### config.mk
export PLATFORM = sky130hd
export DESIGN_NAME = cr_pred_mask
export DESIGN_NICKNAME = d
export VERILOG_FILES = /design/src/rtl/cr_pred_pkg.sv /design/src/rtl/cr_bit_pick.sv /design/src/rtl/cr_ren_gen.sv /design/src/rtl/cr_pred_mask.sv
export SDC_FILE = /design/constraint.sdc
export NUM_CORES = 1
export LEC_CHECK = 0
export BUFFER_PORTS_ARGS = -buffer_cell sky130_fd_sc_hd__buf_4
export CORE_MARGIN = 2
export CORE_UTILIZATION = 48
export CTS_CLUSTER_DIAMETER = 150
export DETAILED_ROUTE_END_ITERATION = 6
export PLACE_DENSITY = 0.95
export SLEW_MARGIN = 20
export SYNTH_ARGS = -nofsm -noshare
export SYNTH_HDL_FRONTEND = slang
export SYNTH_HIERARCHICAL = 1
export SYNTH_SLANG_ARGS = --single-unit
### constraint.sdc
create_clock -name clk -period 4.5 [get_ports clk]
set_input_delay 0.225 -clock clk [delete_from_list [all_inputs] [get_ports clk]]
set_output_delay 0.225 -clock clk [all_outputs]
set_load 0.02 [all_outputs]
### src/rtl/cr_pred_pkg.sv
package cr_pred_pkg;
    typedef enum logic [2:0] {
        ST_IDLE,
        ST_SRC_REQ,
        ST_SRC_CAP,
        ST_DST_REQ,
        ST_DST_CAP,
        ST_DONE
    } pm_state_e;

    localparam logic [1:0] MODE_CR = 2'b10;
endpackage

### src/rtl/cr_bit_pick.sv
module cr_bit_pick (
    input  logic [2:0] sel,
    input  logic [3:0] field,
    output logic       bit_out
);
    always_comb begin
        bit_out = field[sel[1:0]] ^ sel[2];
    end
endmodule

### src/rtl/cr_ren_gen.sv
module cr_ren_gen #(
    parameter int NUM_CR  = 8,
    parameter int CR_BASE = 2,
    parameter int IDX_W   = 3
) (
    input  logic             en,
    input  logic [IDX_W-1:0] elem,
    output logic [NUM_CR-1:0] ren
);
    for (genvar g = 0; g < NUM_CR; g++) begin : g_bit
        localparam int ELEM_FOR_BIT = NUM_CR - 1 - CR_BASE - g;
        if (ELEM_FOR_BIT >= 0) begin : g_live
            assign ren[g] = en && (elem == IDX_W'(ELEM_FOR_BIT));
        end else begin : g_dead
            assign ren[g] = 1'b0;
        end
    end
endmodule

### src/rtl/cr_pred_mask.sv
module cr_pred_mask
    import cr_pred_pkg::*;
#(
    parameter int MASK_W  = 64,
    parameter int VL_W    = 7,
    parameter int NUM_CR  = 8,
    parameter int CR_BASE = 2
) (
    input  logic              clk,
    input  logic              rst_n,
    input  logic              insn_valid,
    output logic              insn_ready,
    input  logic [VL_W-1:0]   vl_in,
    input  logic [1:0]        mode_in,
    input  logic [2:0]        src_sel,
    input  logic [2:0]        dst_sel,
    output logic [NUM_CR-1:0] cr_ren,
    input  logic [3:0]        cr_rdata,
    output logic              mask_valid,
    input  logic              mask_ready,
    output logic [MASK_W-1:0] src_mask,
    output logic [MASK_W-1:0] dst_mask,
    output logic              range_err
);
    localparam int IDX_W = (NUM_CR > 1) ? $clog2(NUM_CR) : 1;
    localparam logic [VL_W-1:0] VL_MAX = VL_W'(NUM_CR - CR_BASE);

    pm_state_e state, state_nx;

    logic [VL_W-1:0]  vl_q;
    logic [2:0]       ssel_q, dsel_q;
    logic [IDX_W-1:0] idx_q;
    logic             ren_en;
    logic             last_elem;
    logic [2:0]       cap_sel;
    logic             cap_bit;
    logic             accept;

    assign accept    = insn_valid && insn_ready;
    assign last_elem = (VL_W'(idx_q) == (vl_q - VL_W'(1)));
    assign cap_sel   = (state == ST_DST_CAP) ? dsel_q : ssel_q;

    cr_ren_gen #(.NUM_CR(NUM_CR), .CR_BASE(CR_BASE), .IDX_W(IDX_W)) u_ren (
        .en   (ren_en),
        .elem (idx_q),
        .ren  (cr_ren)
    );

    cr_bit_pick u_pick (
        .sel     (cap_sel),
        .field   (cr_rdata),
        .bit_out (cap_bit)
    );

    // state register
    always_ff @(posedge clk) begin
        if (!rst_n) state <= ST_IDLE;
        else        state <= state_nx;
    end

    // next state and outputs
    always_comb begin
        state_nx   = state;
        insn_ready = 1'b0;
        mask_valid = 1'b0;
        ren_en     = 1'b0;
        unique case (state)
            ST_IDLE: begin
                insn_ready = 1'b1;
                if (insn_valid) begin
                    if (mode_in != MODE_CR || vl_in == '0 || vl_in > VL_MAX)
                        state_nx = ST_DONE;
                    else
                        state_nx = ST_SRC_REQ;
                end
            end
            ST_SRC_REQ: begin
                ren_en   = 1'b1;
                state_nx = ST_SRC_CAP;
            end
            ST_SRC_CAP: state_nx = last_elem ? ST_DST_REQ : ST_SRC_REQ;
            ST_DST_REQ: begin
                ren_en   = 1'b1;
                state_nx = ST_DST_CAP;
            end
            ST_DST_CAP: state_nx = last_elem ? ST_DONE : ST_DST_REQ;
            ST_DONE: begin
                mask_valid = 1'b1;
                if (mask_ready) state_nx = ST_IDLE;
            end
            default: state_nx = ST_IDLE;
        endcase
    end

    // datapath
    always_ff @(posedge clk) begin
        if (!rst_n) begin
            vl_q      <= '0;
            ssel_q    <= '0;
            dsel_q    <= '0;
            idx_q     <= '0;
            src_mask  <= '0;
            dst_mask  <= '0;
            range_err <= 1'b0;
        end else if (accept) begin
            vl_q      <= vl_in;
            ssel_q    <= src_sel;
            dsel_q    <= dst_sel;
            idx_q     <= '0;
            range_err <= (mode_in == MODE_CR) && (vl_in > VL_MAX);
            if (mode_in != MODE_CR) begin
                src_mask <= '1;
                dst_mask <= '1;
            end else begin
                src_mask <= '0;
                dst_mask <= '0;
            end
        end else if (state == ST_SRC_CAP || state == ST_DST_CAP) begin
            if (state == ST_SRC_CAP) src_mask[idx_q] <= cap_bit;
            else                     dst_mask[idx_q] <= cap_bit;
            idx_q <= last_elem ? '0 : idx_q + IDX_W'(1);
        end
    end

    p_ren_onehot_r2: assert property (@(posedge clk) disable iff (!rst_n)
        $onehot0(cr_ren));

    p_capture_gap_r3: assert property (@(posedge clk) disable iff (!rst_n)
        (cr_ren != '0) |=> (cr_ren == '0));

    p_result_hold_r1: assert property (@(posedge clk) disable iff (!rst_n)
        (mask_valid && !mask_ready) |=>
            (mask_valid && $stable(src_mask) && $stable(dst_mask) && $stable(range_err)));

    p_no_accept_busy_r1: assert property (@(posedge clk) disable iff (!rst_n)
        !(insn_ready && mask_valid));

    p_no_read_on_err_r10: assert property (@(posedge clk) disable iff (!rst_n)
        range_err |-> (cr_ren == '0));
endmodule

==> metrics.txt <==
Slew headroom=42.94%; Non-Filler Instances=478; Max stage delay on crit path=0.50 ns; Slowest-stage cell, CP=dfxtp_1; crit-path cells=nand2b_1, nor2_1, mux2_2, mux4_2, xor2_1, nand3b_1, o21ai_0, mux2i_1, nor2_1; M2 GR Usage=32.07%; MaxCap Viol Count=0; Nets=432; Post-Syn Instances=362; pre-CTS setup slack=1.624 ns; worst skew pair latency=0.29 ns; area of the die=6535 µm²; Top Ports=162; final WL=6711 µm; ant diodes=0; Resized cells post-CTS=0; gr ovfl total=0; Hold Buf Count CTS=0; Yosys reg bits=38; synth unique cells=45; Setup Fix Bufs, Post-CTS=0; peak supply drop=204.7 µV; RSZ-0062 raised after global routing=no; core area=5608 µm²; Leak=0.001585 µW; via count=2442; sequential share of the synthesized area=26.84%; clk_skew=0.003671 ns; Die W=80.84 µm; Async SR Flop Fraction=0%; most used flip-flop cell after synthesis=dfxtp_1; Post-Syn Area=2834 µm²; Worst Setup End Kind=flop; Worst Hold Class=in2reg; Pwr per Cell Area=417.7 nW/µm²; CTS tree=built; DR iter-0 viols=108; global-route usage over all layers=18.62%; post-layout min period=2.991 ns; DP Cell Count=472; maximum root-to-sink buffer count=2; clock root buffer=clkbuf_8; outcome=completed; number of synthesized flops with an enable pin=0; Area Growth Syn to Fin=17.57%; routability cong.=0.8494; DRT antenna net count=0; Slew Viols, Final=0; largest net degree at the start of global routing=58; busiest layer in global routing=met2; critical path data arrival time=3.21 ns; row cnt=27; vias in the first global route=2013; vias per cell=5.109; slew of the pin with the lowest slew margin=0.8559 ns; final clock period utilization by the worst path=66.47%; htree depth=2; Mean Syn Cell Area=7.829 µm²; YS warnings=6; DP HPWL=4994 µm; initial core utilization=50.54%; clk sinks=38; Critical Path Source Type=flop; initial antenna violation count=0; post-route setup TNS=0 ns; M3 GR Usage=4.222%; Critical Path Fanout Max=11; first-pass GRT wire length=9639 µm; type of the worst setup path=reg2reg; Wirelength per Cell=14.04 µm; CTS Buf Count=5; drt pass-1 iters=4; setup ws final=1.509 ns; die height=80.84 µm; layout cell share with drive strength beyond 1=45.32%; Worst Path Required=4.72 ns; Remaining DRCs=0; Worst-path clk slew=0.07 ns; port bufs=159; Hold Vio Cnt, Final=0; Setup Viol. Count Final=0; cell mode on critical path=nor2_1; GR Util met1=21.98%; Max Clk Rate=334.3 MHz
## worst max-delay path, delay by kind of cell, from the launching register on
family	cells	cell delay, ns
mux	3	0.97
simple gates	4	0.85
flops	1	0.50
compound gates	1	0.34
xor+xnor	1	0.26
## where the power goes
group	switching, µW	total (µW)	internal (µW)	leakage, µW
registers	57.2	431	374	0.000311
logic	429	732	303	0.00123
clock network	110	228	118	0.0000431
## state kept, by name (all words and copies together) (netlist names)
register / count
dst_mask: 9
src_mask: 9
vl_q: 7
dsel_q: 3
idx_q: 3
ssel_q: 3
state: 3
range_err: 1
## worst paths after layout
kind                                                 end  slack, ns              startpoint  cells after the start
worst min register to register    ssel_q[1]$_SDFFE_PN0P_       0.46  ssel_q[1]$_SDFFE_PN0P_                      2
worst max-delay path            src_mask[2]$_SDFFE_PN0P_       1.51   state[2]$_SDFFE_PN0P_                      9
worst max register to register  src_mask[2]$_SDFFE_PN0P_       1.51   state[2]$_SDFFE_PN0P_                      9
worst min-delay path              ssel_q[1]$_SDFFE_PN0P_       0.19              src_sel[1]                      3
## synth_stat cells, types with 2 or more instances
library cell / instances / area share, %
buf_4: 112 / 30
nand2_1: 46 / 6.1
dfxtp_1: 38 / 27
a21oi_1: 24 / 4.2
nor2_1: 23 / 3.0
o21ai_0: 14 / 2.5
clkbuf_1: 11 / 1.5
nor3_1: 11 / 1.9
o21bai_1: 7 / 1.9
o311a_1: 7 / 2.5
inv_1: 6 / 0.79
nand3_1: 6 / 1.1
nand2b_1: 5 / 1.1
nor2b_1: 4 / 0.88
a31oi_1: 3 / 0.66
mux2_2: 3 / 1.2
o21a_1: 3 / 0.79
xor2_1: 3 / 0.93
and4b_2: 2 / 0.79
and4bb_1: 2 / 0.88
buf_6: 2 / 0.79
ha_1: 2 / 0.88
mux2i_1: 2 / 0.71
nand3b_1: 2 / 0.53
o31ai_1: 2 / 0.53
or4b_2: 2 / 0.71
xnor2_1: 2 / 0.62
## kinds of logic after synthesis
group,after synthesis,share of synthesized area [%]
and+or+nand+nor,113,20.53
other,1,0.1323
xor gates and xnor gates,5,1.546
muxes,6,2.693
adders and majority gates,2,0.8829
buffers and inverters,132,32.89
AOI/OAI and AO/OA,65,14.48
DFF,38,26.84
## routing by layer
layer | up-vias | wire [µm] | part of all wire (%)
met5 | - | 0 | 0
met4 | 0 | 196 | 2.9
met3 | 20 | 637 | 9.5
met2 | 133 | 3318 | 49
met1 | 1092 | 2559 | 38
li1 | 1197 | - | -
## cell type report
cell class	count	area, µm²
sequential	38	762.0
tap	72	90.09
clock buffer	6	82.58
fill	509	2276
multi-input combinational	193	1151
inverter	6	22.52
timing repair buffer	163	1224
## cells in the final DEF, fill, tap and decap left out, types with 2 or more instances in the layout
master    synthesis  routed
nand3_1           6       6
nor3_1           11      11
nor4b_2           1       2
o31ai_1           2       2
o21bai_1          7       7
o21a_1            3       3
a31oi_1           3       3
and4b_2           2       2
o311a_1           7       7
or4b_2            2       2
o21ai_0          14      14
xor2_1            3       3
buf_4           112     163
nor2b_1           4       4
nand2_1          46      46
ha_1              2       2
nor2_1           23      23
xnor2_1           2       2
conb_1            1       2
nand2b_1          5       5
mux2_2            3       3
inv_1             6       6
and4bb_1          2       2
mux2i_1           2       2
a21oi_1          24      24
nand3b_1          2       2
dfxtp_1          38      37
clkbuf_8          0       6
## through the flow
| step | hold WS, ns | total power, µW | utilization, % | area (µm²) |
|---|---|---|---|---|
| final | 0.1872 | 1392 | 59.42 | 3332 |
| after global routing | 0.1834 | 1472 | 59.42 | 3332 |
| after CTS | 0.1868 | 1397 | 59.42 | 3332 |
| after detailed placement | 0.4477 | 1171 | 57.94 | 3249 |
| after global placement | 0.4446 | 1151 | 57.94 | 3249 |
| after floorplan | 0.3610 | 1048 | - | 2838 |
No activity file was read; power rests on OpenSTA's default activity.
